===== src/rtl/mdio_slave_pkg.sv =====
package mdio_slave_pkg;
  typedef enum logic [2:0] {
    ST_IDLE, ST_START, ST_OP, ST_PHY, ST_REG, ST_TA, ST_DATA
  } mdio_st_e;

  localparam logic [1:0] OP_READ  = 2'b10;
  localparam logic [1:0] OP_WRITE = 2'b01;
endpackage


===== src/rtl/mdio_edge_sync.sv =====
module mdio_edge_sync #(
  parameter int STAGES = 2
) (
  input  logic clk,
  input  logic rst,
  input  logic mdc_i,
  input  logic mdio_i,
  output logic rise_o,
  output logic fall_o,
  output logic bit_o
);
  localparam int MSB = STAGES - 1;

  logic [STAGES-1:0] mdc_sr;
  logic [STAGES-1:0] dio_sr;
  logic              mdc_prev;

  always_ff @(posedge clk) begin
    if (rst) begin
      mdc_sr   <= '1;
      dio_sr   <= '1;
      mdc_prev <= 1'b1;
      rise_o   <= 1'b0;
      fall_o   <= 1'b0;
      bit_o    <= 1'b1;
    end else begin
      mdc_sr   <= {mdc_sr[STAGES-2:0], mdc_i};
      dio_sr   <= {dio_sr[STAGES-2:0], mdio_i};
      mdc_prev <= mdc_sr[MSB];
      rise_o   <= mdc_sr[MSB] & ~mdc_prev;
      fall_o   <= ~mdc_sr[MSB] & mdc_prev;
      bit_o    <= dio_sr[MSB];
    end
  end

  AST_EDGE_EXCL: assert property (@(posedge clk) disable iff (rst)
    rise_o |=> !rise_o) else $error("rise pulse longer than one cycle");
endmodule


===== src/rtl/mdio_frame_rx.sv =====
module mdio_frame_rx
  import mdio_slave_pkg::*;
#(
  parameter int PRE_LEN = 32,
  parameter int ADDR_W  = 5,
  parameter int DATA_W  = 16,
  parameter int CNT_W   = 4
) (
  input  logic              clk,
  input  logic              rst,
  input  logic              rise_i,
  input  logic              bit_i,
  input  logic [ADDR_W-1:0] phy_addr_i,
  output mdio_st_e          st_o,
  output logic [CNT_W-1:0]  cnt_o,
  output logic              is_rd_o,
  output logic [ADDR_W-1:0] reg_addr_o,
  output logic [DATA_W-1:0] wdata_o,
  output logic              we_o
);
  localparam int               PC_W      = $clog2(PRE_LEN + 1);
  localparam logic [PC_W-1:0]  PC_MAX    = PC_W'(PRE_LEN);
  localparam logic [CNT_W-1:0] ADDR_LAST = CNT_W'(ADDR_W - 1);
  localparam logic [CNT_W-1:0] DATA_LAST = CNT_W'(DATA_W - 1);

  mdio_st_e          st_q;
  logic [CNT_W-1:0]  cnt_q;
  logic [PC_W-1:0]   ones_q;
  logic [DATA_W-1:0] sh_q;
  logic [DATA_W-1:0] shn;
  logic              is_rd_q;

  assign shn     = {sh_q[DATA_W-2:0], bit_i};
  assign st_o    = st_q;
  assign cnt_o   = cnt_q;
  assign is_rd_o = is_rd_q;

  always_ff @(posedge clk) begin
    if (rst) begin
      st_q       <= ST_IDLE;
      cnt_q      <= '0;
      ones_q     <= '0;
      sh_q       <= '0;
      is_rd_q    <= 1'b0;
      reg_addr_o <= '0;
      wdata_o    <= '0;
      we_o       <= 1'b0;
    end else begin
      we_o <= 1'b0;
      if (rise_i) begin
        sh_q   <= shn;
        ones_q <= bit_i ? ((ones_q == PC_MAX) ? ones_q : ones_q + 1'b1) : '0;
        case (st_q)
          ST_IDLE: if (!bit_i && ones_q >= PC_MAX) st_q <= ST_START;
          ST_START: begin
            cnt_q <= '0;
            st_q  <= bit_i ? ST_OP : ST_IDLE;
          end
          ST_OP: begin
            if (cnt_q == '0) begin
              cnt_q <= cnt_q + 1'b1;
            end else begin
              cnt_q <= '0;
              if (shn[1:0] == OP_READ) begin
                is_rd_q <= 1'b1;
                st_q    <= ST_PHY;
              end else if (shn[1:0] == OP_WRITE) begin
                is_rd_q <= 1'b0;
                st_q    <= ST_PHY;
              end else begin
                st_q <= ST_IDLE;
              end
            end
          end
          ST_PHY: begin
            if (cnt_q != ADDR_LAST) begin
              cnt_q <= cnt_q + 1'b1;
            end else begin
              cnt_q <= '0;
              st_q  <= (shn[ADDR_W-1:0] == phy_addr_i) ? ST_REG : ST_IDLE;
            end
          end
          ST_REG: begin
            if (cnt_q != ADDR_LAST) begin
              cnt_q <= cnt_q + 1'b1;
            end else begin
              cnt_q      <= '0;
              reg_addr_o <= shn[ADDR_W-1:0];
              st_q       <= ST_TA;
            end
          end
          ST_TA: begin
            if (cnt_q == '0) begin
              cnt_q <= cnt_q + 1'b1;
            end else begin
              cnt_q <= '0;
              st_q  <= ST_DATA;
            end
          end
          ST_DATA: begin
            if (cnt_q != DATA_LAST) begin
              cnt_q <= cnt_q + 1'b1;
            end else begin
              cnt_q <= '0;
              st_q  <= ST_IDLE;
              if (!is_rd_q) begin
                wdata_o <= shn;
                we_o    <= 1'b1;
              end
            end
          end
          default: st_q <= ST_IDLE;
        endcase
      end
    end
  end

  AST_SHORT_PREAMBLE: assert property (@(posedge clk) disable iff (rst)
    (rise_i && st_q == ST_IDLE && !bit_i && ones_q < PC_MAX) |=> st_q == ST_IDLE)
    else $error("start accepted after short preamble");
  AST_BAD_OPCODE: assert property (@(posedge clk) disable iff (rst)
    (rise_i && st_q == ST_OP && cnt_q != '0 && sh_q[0] == bit_i) |=> st_q == ST_IDLE)
    else $error("unknown opcode not dropped");
  AST_ADDR_MISS: assert property (@(posedge clk) disable iff (rst)
    (st_q == ST_REG) |-> $past(st_q) != ST_IDLE)
    else $error("register field entered without address phase");
  AST_WE_PULSE: assert property (@(posedge clk) disable iff (rst)
    we_o |=> !we_o) else $error("write strobe wider than one cycle");
  AST_WE_WRITE_ONLY: assert property (@(posedge clk) disable iff (rst)
    we_o |-> (!is_rd_q && st_q == ST_IDLE)) else $error("strobe outside write frame");
endmodule


===== src/rtl/mdio_tx_drv.sv =====
module mdio_tx_drv
  import mdio_slave_pkg::*;
#(
  parameter int DATA_W = 16,
  parameter int CNT_W  = 4
) (
  input  logic              clk,
  input  logic              rst,
  input  logic              rise_i,
  input  logic              fall_i,
  input  mdio_st_e          st_i,
  input  logic [CNT_W-1:0]  cnt_i,
  input  logic              is_rd_i,
  input  logic [DATA_W-1:0] rdata_i,
  output logic              oe_o,
  output logic              out_o
);
  localparam logic [CNT_W-1:0] DATA_LAST = CNT_W'(DATA_W - 1);

  logic [DATA_W-1:0] buf_q;
  logic [CNT_W-1:0]  idx;

  assign idx = DATA_LAST - cnt_i;

  always_ff @(posedge clk) begin
    if (rst) begin
      buf_q <= '0;
      oe_o  <= 1'b0;
      out_o <= 1'b1;
    end else begin
      if (rise_i && is_rd_i && st_i == ST_TA && cnt_i == '0) buf_q <= rdata_i;
      if (fall_i) begin
        if (is_rd_i && st_i == ST_TA && cnt_i != '0) begin
          oe_o  <= 1'b1;
          out_o <= 1'b0;
        end else if (is_rd_i && st_i == ST_DATA) begin
          oe_o  <= 1'b1;
          out_o <= buf_q[idx];
        end else begin
          oe_o  <= 1'b0;
          out_o <= 1'b1;
        end
      end
    end
  end

  AST_OE_ON_FALL: assert property (@(posedge clk) disable iff (rst)
    (oe_o != $past(oe_o)) |-> $past(fall_i)) else $error("enable moved off a falling edge");
  AST_OUT_ON_FALL: assert property (@(posedge clk) disable iff (rst)
    (out_o != $past(out_o)) |-> $past(fall_i)) else $error("data moved off a falling edge");
endmodule


===== src/rtl/mdio_slave.sv =====
module mdio_slave
  import mdio_slave_pkg::*;
#(
  parameter int SYNC_STAGES = 2,
  parameter int PRE_LEN     = 32,
  parameter int ADDR_W      = 5,
  parameter int DATA_W      = 16
) (
  input  logic              clk,
  input  logic              rst,
  input  logic              mdc_i,
  input  logic              mdio_i,
  output logic              mdio_o,
  output logic              mdio_oe,
  input  logic [ADDR_W-1:0] phy_addr_i,
  output logic [ADDR_W-1:0] reg_addr_o,
  output logic [DATA_W-1:0] reg_wdata_o,
  output logic              reg_we_o,
  input  logic [DATA_W-1:0] reg_rdata_i
);
  localparam int CNT_W = $clog2(DATA_W);

  logic             rise, fall, sbit, is_rd;
  mdio_st_e         st;
  logic [CNT_W-1:0] cnt;

  mdio_edge_sync #(.STAGES(SYNC_STAGES)) u_sync (
    .clk(clk), .rst(rst), .mdc_i(mdc_i), .mdio_i(mdio_i),
    .rise_o(rise), .fall_o(fall), .bit_o(sbit)
  );

  mdio_frame_rx #(.PRE_LEN(PRE_LEN), .ADDR_W(ADDR_W), .DATA_W(DATA_W), .CNT_W(CNT_W)) u_rx (
    .clk(clk), .rst(rst), .rise_i(rise), .bit_i(sbit), .phy_addr_i(phy_addr_i),
    .st_o(st), .cnt_o(cnt), .is_rd_o(is_rd), .reg_addr_o(reg_addr_o),
    .wdata_o(reg_wdata_o), .we_o(reg_we_o)
  );

  mdio_tx_drv #(.DATA_W(DATA_W), .CNT_W(CNT_W)) u_tx (
    .clk(clk), .rst(rst), .rise_i(rise), .fall_i(fall), .st_i(st), .cnt_i(cnt),
    .is_rd_i(is_rd), .rdata_i(reg_rdata_i), .oe_o(mdio_oe), .out_o(mdio_o)
  );

  AST_NO_DRIVE_WRITE: assert property (@(posedge clk) disable iff (rst)
    mdio_oe |-> is_rd) else $error("line driven outside a read");
  AST_DRIVE_IN_FRAME: assert property (@(posedge clk) disable iff (rst)
    (mdio_oe && !$past(mdio_oe)) |-> (st == ST_TA || st == ST_DATA))
    else $error("drive started outside turnaround");
endmodule


===== config.mk =====
export PLATFORM = sky130hd
export DESIGN_NAME = mdio_slave
export DESIGN_NICKNAME = d
export VERILOG_FILES = /design/src/rtl/mdio_slave_pkg.sv /design/src/rtl/mdio_edge_sync.sv /design/src/rtl/mdio_frame_rx.sv /design/src/rtl/mdio_tx_drv.sv /design/src/rtl/mdio_slave.sv
export SDC_FILE = /design/constraint.sdc
export NUM_CORES = 1
export LEC_CHECK = 0
export ABC_AREA = 1
export BUFFER_PORTS_ARGS = -buffer_cell sky130_fd_sc_hd__buf_2
export CAP_MARGIN = 20
export CORE_ASPECT_RATIO = 0.6
export CORE_MARGIN = 5
export CORE_UTILIZATION = 57
export DETAILED_ROUTE_END_ITERATION = 6
export GPL_ROUTABILITY_DRIVEN = 0
export GPL_TIMING_DRIVEN = 0
export HOLD_SLACK_MARGIN = 0.05
export PLACE_DENSITY = 0.77
export SETUP_SLACK_MARGIN = 0.2
export SYNTH_ARGS = -nofsm -noshare
export SYNTH_HDL_FRONTEND = slang
export SYNTH_HIERARCHICAL = 1
export SYNTH_SLANG_ARGS = --single-unit

===== constraint.sdc =====
create_clock -name clk -period 1.67 [get_ports clk]
set_input_delay 0.167 -clock clk [delete_from_list [all_inputs] [get_ports clk]]
set_output_delay 0.167 -clock clk [all_outputs]
set_load 0.005 [all_outputs]

Word level (Yosys, flattened, before mapping)

Index checks and enable logic that the tools add are counted.
W data, S select, Z words.

Reduce and logical (&&, ||, !) cells: 22
Eq/ne operators: 19
Bitwise logic cells: 10
Magnitude comparators: 2
Mux-type cells: 26
$add $sub $neg: 3

Operator list:

| kind                  | number |
|---|---|
| $mux W3               | 8 |
| $pmux W3 S7           | 1 |
| $pmux W4 S4           | 1 |
| $mux W4               | 3 |
| $mux W6               | 2 |
| $ne A2 B2 Y1 const B  | 6 |
| $eq A3 B3 Y1 const B  | 3 |
| $mux W1               | 8 |
| $not A1 Y1            | 8 |
| $reduce_and A4 Y1     | 2 |
| $reduce_bool A4 Y1    | 2 |
| $logic_and A1 B1 Y1   | 7 |
| $reduce_and A7 Y1     | 1 |
| $add A6 B1 Y6 const B | 1 |
| $eq A3 B2 Y1 const B  | 2 |
| $eq A6 B6 Y1 const B  | 1 |
| $ge A6 B6 Y1 const B  | 1 |
| $eq A5 B5 Y1          | 1 |
| $lt A4 B5 Y1 const B  | 1 |
| $add A4 B1 Y4 const B | 1 |
| $bmux W1 S4           | 1 |
| $logic_not A4 Y1      | 1 |
| $mux W2               | 2 |
| $ne A4 B3 Y1 const B  | 1 |
| 14 further kinds      | 17 |

Input bits: 25
Output and inout bits: 24
Logic and storage cells: 99
Bits in registers: 77

Logic depth before layout (Yosys ltp)

Gate-level depths: netlist (run 1).

Word-level depth: 5
Depth in mapped cells: 11
Depth with buffers taken out: 11

By module

The synthesis (run 1) kept the hierarchy.

Modules (own cells, without submodules):

| module         | seq. area each (um^2) | cells each | instances | area each (um^2) |
|---|---|---|---|---|
| mdio_frame_rx  | 1021.0                | 328        | 1         | 2302.2 |
| mdio_tx_drv    | 360.3                 | 126        | 1         | 1031.0 |
| mdio_edge_sync | 160.2                 | 20         | 1         | 217.7 |

Least setup slack after synthesis (run 1)

OpenSTA, ideal clock, no wires.

Kind: register to register
Start: register u_rx.cnt_q[1] (netlist: u_rx/cnt_o[1])
End: register u_rx.wdata_o[10]
Period minus slack after synthesis: 1.530 ns
Setup time: 0.116 ns
Cell stages (with the launch flop): 8
Arrival: 1.414 ns
Data required time: 1.554 ns
Slack: 0.140 ns
Path through: dfxtp_1 -> ha_1 -> nand3_1 -> nor2_1 -> nand3_2 -> clkbuf_2 -> o21ai_0 -> nor2_1

Longest elaborated chain between the ends: 3

RTL lines:

| element                            | RTL line             | text |
|---|---|---|
| start: declaration                 | mdio_frame_rx.sv:27  | `logic [CNT_W-1:0] cnt_q;` |
| start signal: assignment           | mdio_frame_rx.sv:61  | `cnt_q <= cnt_q + 1'b1;` |
| start signal: assignment           | mdio_frame_rx.sv:77  | `cnt_q <= cnt_q + 1'b1;` |
| start signal: assignment           | mdio_frame_rx.sv:85  | `cnt_q <= cnt_q + 1'b1;` |
| $ne A4 B4 Y1                       | mdio_frame_rx.sv:101 | `if (cnt_q != DATA_LAST) begin` |
| $not A1 Y1 (no source line)        | -                    |  |
| $reduce_and A4 Y1 (no source line) | -                    |  |
| end signal: assignment             | mdio_frame_rx.sv:107 | `wdata_o <= shn;` |
| end: declaration                   | mdio_frame_rx.sv:18  | `output logic [DATA_W-1:0] wdata_o,` |

No other way between the ends.
A chain may end at the register's enable or synchronous reset.

Final worst setup path (run 1)

Start: register u_rx.cnt_q[0] (netlist: u_rx/cnt_o[0])
End: register u_tx.buf_q[9]

Longest elaborated chain between the ends: 2

RTL lines:

| element                | RTL line          | text |
|---|---|---|
| $logic_not A4 Y1       | mdio_tx_drv.sv:31 | `if (rise_i && is_rd_i && st_i == ST_TA && cnt_i == '0) buf_q <= rdata_i;` |
| $logic_and A1 B1 Y1    | mdio_tx_drv.sv:31 |  |
| end signal: assignment | mdio_tx_drv.sv:31 |  |
| end: declaration       | mdio_tx_drv.sv:20 | `logic [DATA_W-1:0] buf_q;` |

No other way between the ends.

==> results of run 1 <==
[placed cells by master, fill, tap and decap left out, types with 2 or more instances in the layout]
cell           netlist  layout
dfxtp_1             77      67
nand2_4              0       2
nand2_2              3       8
clkinv_4             0       2
inv_2                4       4
or2_1                5       5
buf_4                2      16
nand4_1              3       3
ha_4                 0       3
buf_6                2       6
dfxtp_2              0       4
a21oi_2             14      15
buf_2                1      49
clkinv_2             1       2
inv_1               53      49
nor2_2               6       2
xor2_1               3       3
o21ai_2             16      13
clkbuf_1             8       8
inv_4                1       3
dlygate4sd3_1        0       3
clkbuf_16            0       2
nand3_1             45      39
o21ai_4              0       3
a21oi_1             26      24
nand2_1             72      65
nor2_1              73      71
ha_1                 5       2
o21ai_1              0      10
o21ai_0             41      31
dfxtp_4              0       6
nand3_4              0       3
clkbuf_8             0      11
buf_12               2       2
nor2_4               1       7
nand3_2              1       4
[timing repair]
action / 4_1_cts / 5_1_grt
pin swaps: 3 / 12
gates resized for setup: 36 / 47
setup buffers: 5 / 11
hold buffers: 3 / 0
gates cloned: 1 / 3
hold endpoints to repair: 3 / 0
setup endpoints to repair: 32 / 37
[flip-flops by register name (all words and copies together), names as in the netlist]
| register | count |
|---|---|
| u_rx/wdata_o | 16 |
| u_tx/buf_q | 16 |
| u_rx/sh_q | 15 |
| u_rx/ones_q | 6 |
| u_rx/reg_addr_o | 5 |
| u_rx/cnt_o | 4 |
| u_rx/st_o | 3 |
| u_sync/dio_sr | 2 |
| u_sync/mdc_sr | 2 |
| u_rx/is_rd_o | 1 |
| u_rx/we_o | 1 |
| u_sync/bit_o | 1 |
| u_sync/fall_o | 1 |
| u_sync/mdc_prev | 1 |
| u_sync/rise_o | 1 |
| u_tx/oe_o | 1 |
| u_tx/out_o | 1 |
[worst reg2reg max path, stage by stage, from the launching register on]
cell	delay (ns)
dfxtp_4	0.38
buf_4	0.16
inv_6	0.08
nand4_4	0.09
nand3b_4	0.26
clkbuf_16	0.23
o21ai_2	0.12
a21oi_2	0.04
[cell families after synthesis]
kind of cell             after synthesis
AND/OR/NAND/NOR                      214
flip-flops                            77
buffers and inverters                 76
AO/OA/AOI/OAI                         99
XOR/XNOR                               3
adder cells (fa/ha/maj)                5
[power breakdown]
group,switching (µW),internal [µW]
sequential,12.5,1840
clock,679,734
combinational,99.3,63.2
[cell type report]
cell class / instances / area (µm²)
Multi-Input combinational cell: 321 / 1860
Sequential cell: 77 / 1570
Fill cell: 434 / 1500
Timing Repair Buffer: 71 / 460
Inverter: 59 / 243
Buffer: 17 / 145
Clock buffer: 11 / 141
Tap cell: 84 / 105
Clock inverter: 5 / 60.1
[layer usage]
layer | vias up | global-route usage [%]
met5 | - | 0
met4 | 0 | 6.07
met3 | 29 | 6.41
met2 | 188 | 34.5
met1 | 1608 | 31.7
li1 | 1703 | -
[stage by stage]
stage	setup slack (ns)	util, %	area, µm²	cells
after floorplan	0.239	-	3550	474
after global placement	-0.0328	64.1	3900	606
after detailed placement	-0.0560	64.1	3900	606
after CTS	0.213	70.9	4310	631
after global routing	0.123	75.4	4590	645
final	0.208	75.4	4590	645
[worst paths after layout]
| kind | slack (ns) | end | startpoint |
|---|---|---|---|
| max reg2reg | 0.21 | u_tx/buf_q[9] | u_rx/cnt_o[0] |
| max | 0.21 | u_tx/buf_q[9] | u_rx/cnt_o[0] |
| min reg2reg | 0.40 | u_sync/bit_o | u_sync/dio_sr[1] |
| min | 0.06 | u_tx/buf_q[4] | reg_rdata_i[4] |
==> run_results.csv, run 1 <==
group,metric,value,unit
logic_synthesis,synth_compound_area_share,17.3,%
power,leakage,0.00205,µW
worst_setup_path,r2r_cells,7,
logic_synthesis,synth_mux_area_share,0,%
min_path,hold_depth,3,
power,vdd_drop_max,0.443,mV
logic_synthesis,synthSimpleGateAreaFrac,26.9,%
logic_synthesis,synth_top_family_by_area,"simple AND/OR/NAND/NOR gates",
logic_synthesis,yosysMostFrequentCell,"dfxtp_1",
logic_synthesis,synthXorXnorAreaFrac,0.740,%
clock_tree,cts_tree,"built",
logic_synthesis,synthesis.area,3550,µm²
sta,hold_violations,0,
sta,fin_hold_ws,0.0628,ns
global_routing,grt_pass1_vias,3060,
layout,nets,586,
sta,worstMarginPinSlew,0.616,ns
logic_synthesis,yosys.area.top_type_share,43.4,%
worst_setup_path,cp_max_fo,6,
sta,finalMaxSlewViolations,0,
layout,area.growth.synth_to_final,29.2,%
die,core,6080,µm²
drt,vias_per_cell,5.47,
logic_synthesis,synthTopCellsByCount,"77 x dfxtp_1, 73 x nor2_1, 72 x nand2_1, 53 x inv_1, 45 x nand3_1",
drt,routedWlPerCell,14.7,µm
worst_setup_path,crit_chain,"buf_4, inv_6, nand4_4, nand3b_4, clkbuf_16, o21ai_2, a21oi_2",
sta,fin_skew,0.0134,ns
worst_setup_path,cp.required,1.91,ns
outcome,outcome,"finished, final reports clean",
worst_setup_path,cp.arrival,1.70,ns
placement,port-buffer-count,48,
drt,drtPass1Iterations,5,
die,placementRows,22,
logic_synthesis,async_reset_ff_share,0,%
worst_setup_path,cp-end-kind,"flop",
layout,diodes,0,
drt,met1Wirelength,4170,µm
drt,dr.max_layer_used,"met4",
logic_synthesis,synth_cells,474,
drt,final_antenna_net_count,0,
die,die_x,112,µm
clock_tree,cts_max_level,3,
worst_setup_path,cp_num_cells,7,
die,io_pins,49,
clock_tree,clkTransAtPathRegs,0.08,ns
clock_tree,cts_sinks,77,
drt,wl_met3,881,µm
global_routing,grt_pass1_wl,14600,µm
clock_tree,cts_buffers,9,
worst_setup_path,cp.buffers_inverters,3,
worst_setup_path,critPathKind,"flop to flop",
logic_synthesis,syn_avg_cell_area,7.49,µm²
clock_tree,clockBufferDepth,2,
layout,drive_above_1_share,31.7,%
job,maxCapViolations,0,
worst_setup_path,crit_path_max_incr_delay,0.38,ns
sta,setup_viol,0,
global_routing,antenna_found_initial,0,
worst_setup_path,cp-start-kind,"flop",
sta,relSlewSlack,59.0,%
sta,fin_crit_sh,87.5,%
logic_synthesis,yosys_register_bits,77,
clock_tree,cts-root-buf,"clkbuf_8",
logic_synthesis,ys.flop_type,"dfxtp_1",
die,die-area,7960,µm²
power,powerDensity,748,nW/µm²
global_routing,grt_usage,22.7,%
power,p_total,3430,µW
sta,post-route-min-period,1.46,ns
sta,setup_tns,0,ns
logic_synthesis,yosysUniqueCellTypes,33,
min_path,holdCritPathClass,"input port to flop",
global_routing,gr-total-overflow,0,
die,start_util,58.4,%
logic_synthesis,ys_top_cells_by_area,"dfxtp_1 43%, nor2_1 7.7%, nand2_1 7.6%, nand3_1 6.3%, o21ai_0 5.8%",
clock_tree,clock_latency,0.35,ns
drt,wl_met2,4250,µm
worst_setup_path,slowest_stage,"dfxtp_4",
drt,drc,0,
die,dieHeight,71.1,µm
drt,dr_total_vias,3528,
sta,max_freq,684,MHz
logic_synthesis,ys_seq_area_share,43.4,%
logic_synthesis,yosys_warnings,6,
logic_synthesis,synth_edf_count,0,
logic_synthesis,syn_nets,504,
drt,wl,9470,µm
worst_setup_path,cp_top_family,"buffers and inverters",
global_routing,grt_max_degree,14,
drt,drtIter0Drc,526,
logic_synthesis,synth_top_cell_by_area,"dfxtp_1",
logic_synthesis,synth_adder_area_share,1.76,%
placement,place_hpwl,6140,µm
sta,rsz0062_at_grt,"true",
No activity file was read; power rests on OpenSTA's default activity.
==> inputs of run 2 (changes only) <==
- MAX_ROUTING_LAYER: unset -> met4
==> run_results.csv, run 2 (synthesis gave the netlist of run 1 again) <==
group,metric,value,unit
die,core,6080,µm²
power,leakage,0.00205,µW
power,powerDensity,748,nW/µm²
clock_tree,cts_sinks,77,
sta,setup_viol,0,
layout,final_util,75.4,%
sta,worstMarginPinSlew,0.621,ns
sta,fin_crit_sh,87.7,%
sta,fin_skew,0.00989,ns
drt,vias_per_cell,5.45,
layout,nets,586,
drt,routedWlPerCell,14.8,µm
global_routing,antenna_found_initial,0,
global_routing,grt_usage,23.4,%
layout,top_regs,"u_rx/wdata_o (16), u_tx/buf_q (16), u_rx/sh_q (15)",
sta,max_freq,683,MHz
die,start_util,58.4,%
global_routing,gr-total-overflow,0,
power,clkPwrFrac,41.2,%
power,netSwitchingFraction,23.1,%
clock_tree,cts_max_level,3,
sta,fin_ws,0.205,ns
power,p_int,2640,µW
worst_setup_path,cp.required,1.91,ns
sta,hold_violations,0,
worst_setup_path,cp.arrival,1.71,ns
sta,relSlewSlack,58.6,%
placement,place_hpwl,6140,µm
drt,final_antenna_net_count,0,
worst_setup_path,cp_max_fo,6,
worst_setup_path,cp-end-kind,"flop",
drt,dr_total_vias,3518,
layout,layout_commonest_cell,"nor2_1",
clock_tree,cts_tree,"built",
layout,layout_common_cells,"71 x nor2_1, 67 x dfxtp_1, 65 x nand2_1, 49 x buf_2, 49 x inv_1",
die,die-area,7960,µm²
clock_tree,clock_latency,0.35,ns
die,die_x,112,µm
die,placementRows,22,
clock_tree,clkTransAtPathRegs,0.08,ns
global_routing,grt_max_degree,14,
placement,dp_slack,-0.0560,ns
sta,finalMaxSlewViolations,0,
worst_setup_path,cp-start-kind,"flop",
placement,placed_cells,606,
layout,instances_no_fill,645,
clock_tree,cts-root-buf,"clkbuf_8",
sta,rsz0062_at_grt,"true",
drt,wl,9540,µm
layout,area.growth.synth_to_final,29.2,%
sta,post-route-min-period,1.46,ns
global_routing,grt_pass1_wl,14600,µm
power,p_total,3430,µW
job,maxCapViolations,0,
clock_tree,clockBufferDepth,2,
layout,drive_above_1_share,31.7,%
global_routing,grt_pass1_vias,3059,
outcome,outcome,"finished, final reports clean",
layout,diodes,0,
sta,setup_tns,0,ns
power,vdd_drop_max,0.444,mV
die,io_pins,49,
placement,port-buffer-count,48,
worst_setup_path,critPathKind,"flop to flop",
power,p_comb_share,4.8,%
power,pwr-share-seq,54.1,%
die,dieHeight,71.1,µm
clock_tree,cts_buffers,9,
drt,drtPass1Iterations,6,
drt,drc,0,
drt,drtIter0Drc,494,
min_path,holdCritPathClass,"input port to flop",
power,p_sw,791,µW
-- run 2: layout make-up --
class                   count  area, µm²
inverters                  59        243
clock buffers              11        141
multi-input cells         321       1860
clock inverters             5       60.1
repair buffers             71        460
plain buffers              17        145
fillers                   434       1500
well taps                  84        105
flip-flops and latches     77       1570
-- run 2: per-stage QoR --
step / area, µm² / hold WS [ns]
5_1_grt: 4590 / 0.0639
3_3_place_gp: 3900 / 0.348
2_1_floorplan: 3550 / 0.239
6_report: 4590 / 0.0637
4_1_cts: 4310 / 0.0619
3_5_place_dp: 3900 / 0.350
-- run 2: repair_timing --
item | CTS | global route
pin swaps | 3 | 12
gates resized for setup | 36 | 47
hold buffers | 3 | 0
cloned | 1 | 3
hold endpoints to repair | 3 | 0
setup buffers | 5 | 11
endpoints found under the setup margin | 32 | 37
-- run 2: path summary, 6_finish.rpt --
check        depth (start not counted)       endpoint             start  slack, ns
max reg2reg                          7  u_tx/buf_q[9]     u_rx/cnt_o[0]       0.21
min                                  3  u_tx/buf_q[4]    reg_rdata_i[4]       0.06
min reg2reg                          1   u_sync/bit_o  u_sync/dio_sr[1]       0.41
max                                  7  u_tx/buf_q[9]     u_rx/cnt_o[0]       0.21
-- run 2: power groups by stage --
stage / registers, µW / logic [µW] / clock network, µW
3_3_place_gp: 1900 / 138 / 0
2_1_floorplan: 1900 / 79.8 / 0
3_5_place_dp: 1910 / 144 / 0
5_1_grt: 1860 / 179 / 1530
6_report: 1850 / 163 / 1410
4_1_cts: 1860 / 152 / 1430
-- run 2: worst max-delay path: stages, from the launching register on --
cell,delay (ns)
dfxtp_4,0.38
buf_4,0.16
inv_6,0.08
nand4_4,0.09
nand3b_4,0.26
clkbuf_16,0.23
o21ai_2,0.12
a21oi_2,0.04
-- run 2: per-layer routing --
metal / up-vias / GRT usage, % / share of wire (%)
li1: 1699 / - / -
met1: 1602 / 31.8 / 44
met2: 193 / 34.5 / 45
met3: 24 / 6.41 / 9.5
met4: 0 / 6.07 / 1.5
met5: - / - / 0
==> inputs of run 3 (changes only) <==
- GPL_TIMING_DRIVEN: 0 -> unset
==> run_results.csv, run 3 (synthesis gave the netlist of run 1 again) <==
group,metric,value,unit
outcome,outcome,"finished, final reports clean",
placement,port-buffer-count,48,
min_path,hp-start,"reg_rdata_i[11]",
worst_setup_path,cp_max_fo,5,
drt,routedWlPerCell,14.3,µm
power,p_total,3390,µW
global_routing,grt_max_degree,37,
global_routing,grt_pass1_wl,13500,µm
drt,wl_met3,722,µm
die,placementRows,22,
clock_tree,cts-root-buf,"clkbuf_8",
drt,dr_total_vias,3420,
placement,place_hpwl,5890,µm
clock_tree,cts_tree,"built",
drt,drtPass1Iterations,5,
clock_tree,clockBufferDepth,2,
min_path,whs_endpoint,"u_tx/buf_q[11]",
worst_setup_path,critPathKind,"flop to flop",
sta,post-route-min-period,1.52,ns
worst_setup_path,cp-start-kind,"flop",
drt,wl_met2,4140,µm
sta,fin_skew,0.00888,ns
drt,drc,0,
die,die_x,112,µm
worst_setup_path,cp-end-kind,"flop",
layout,area.growth.synth_to_final,28.3,%
drt,met1Wirelength,4120,µm
sta,max_freq,659,MHz
sta,finalMaxSlewViolations,0,
die,die-area,7960,µm²
global_routing,antenna_found_initial,0,
layout,final_cell_area,4550,µm²
global_routing,grt_usage,21.4,%
layout,drive_above_1_share,31.6,%
worst_setup_path,r2r_cells,10,
drt,drtIter0Drc,407,
layout,nets,579,
drt,dr.max_layer_used,"met4",
placement,place_area,3930,µm²
sta,fin_crit_sh,90.9,%
power,leakage,0.00204,µW
drt,wl,9090,µm
worst_setup_path,worstReg2RegEnd,"u_rx/st_o[1]",
die,io_pins,49,
sta,relSlewSlack,75.0,%
sta,hold_violations,0,
job,maxCapViolations,0,
layout,layout_common_cells,"71 x nor2_1, 67 x nand2_1, 66 x dfxtp_1, 49 x inv_1, 48 x buf_2",
die,dieHeight,71.1,µm
clock_tree,cts_sinks,77,
worst_setup_path,reg2reg_slack,0.15,ns
sta,rsz0062_at_grt,"true",
clock_tree,cts_max_level,3,
drt,vias_per_cell,5.36,
layout,top_regs,"u_rx/wdata_o (16), u_tx/buf_q (16), u_rx/sh_q (15)",
global_routing,gr-total-overflow,0,
layout,layout_commonest_cell,"nor2_1",
power,powerDensity,744,nW/µm²
min_path,holdCritPathClass,"input port to flop",
global_routing,grt_pass1_vias,2936,
sta,worstMarginPinSlew,0.375,ns
sta,setup_viol,0,
die,core,6080,µm²
clock_tree,clkTransAtPathRegs,0.08,ns
worst_setup_path,cp.required,1.90,ns
die,start_util,58.4,%
power,vdd_drop_max,0.592,mV
sta,setup_tns,0,ns
drt,final_antenna_net_count,0,
clock_tree,cts_buffers,9,
clock_tree,clock_latency,0.35,ns
worst_setup_path,cp.arrival,1.75,ns
worst_setup_path,reg2reg_from,"u_rx/cnt_o[0]",
layout,diodes,0,
min_path,hold_depth,3,
-- run 3: cell count changes in the layout (fill, tap and decap cells not counted), sizes merged --
| cell | delta |
|---|---|
| clkbuf | -10 |
| inv | -1 |
| clkinvlp | +1 |
| dlygate4sd3 | +2 |
| clkinv | +1 |
-- run 3: power by group --
group | internal [µW] | leakage (µW) | switching, µW
sequential | 1840 | 0.000629 | 12.2
combinational | 70.5 | 0.00132 | 91.2
clock | 688 | 0.0000923 | 688
-- run 3: area by class of cell --
class	count	area, µm²
Fill cell	452	1530
Multi-Input combinational cell	321	1820
Inverter	59	240
Sequential cell	77	1570
Clock inverter	6	63.8
Timing Repair Buffer	81	627
Tap cell	84	105
Clock buffer	10	128
-- run 3: worst max path at each step --
stage,from,end,slack [ns],cells after the start
after floorplan,u_rx/cnt_o[1],u_rx/wdata_o[10],0.24,7
after global placement,u_sync/bit_o,u_rx/is_rd_o,0.14,7
after detailed placement,u_rx/cnt_o[0],u_rx/wdata_o[12],0.03,7
after CTS,u_rx/cnt_o[0],u_rx/wdata_o[12],0.15,7
after global routing,u_rx/cnt_o[0],u_rx/wdata_o[7],0.15,7
final,u_rx/cnt_o[0],u_rx/st_o[1],0.15,10
-- run 3: metal layers --
metal  vias up  track usage (%)
met1      1573             29.4
met4         0             4.99
li1       1681                -
met3        14             6.58
met2       152             31.0
met5         -                -
-- run 3: through the flow --
stage          worst slack (ns)  util, %  instances  hold WS [ns]
2_1_floorplan             0.239        -        474         0.239
3_5_place_dp             0.0255     64.5        606         0.349
5_1_grt                   0.146     74.9        638        0.0656
6_report                  0.151     74.9        638        0.0674
4_1_cts                   0.153     69.8        629        0.0643
3_3_place_gp              0.140     64.5        606         0.347
-- run 3: critical path, stage by stage, from the launching register on --
cell     delay [ns]
dfxtp_4        0.39
inv_2          0.07
ha_4           0.18
nand2_2        0.08
nor2_4         0.05
nand2_1        0.09
nand2_2        0.08
nor2_4         0.18
nand2_1        0.08
o21ai_1        0.12
nor2_1         0.07
-- run 3: repair_timing --
action | CTS | global route
pin swaps | 2 | 7
hold buffers | 5 | 0
setup buffers | 2 | 6
endpoints found under the hold margin | 5 | 0
cloned | 0 | 3
setup endpoints to repair | 42 | 37
resized for setup | 23 | 44
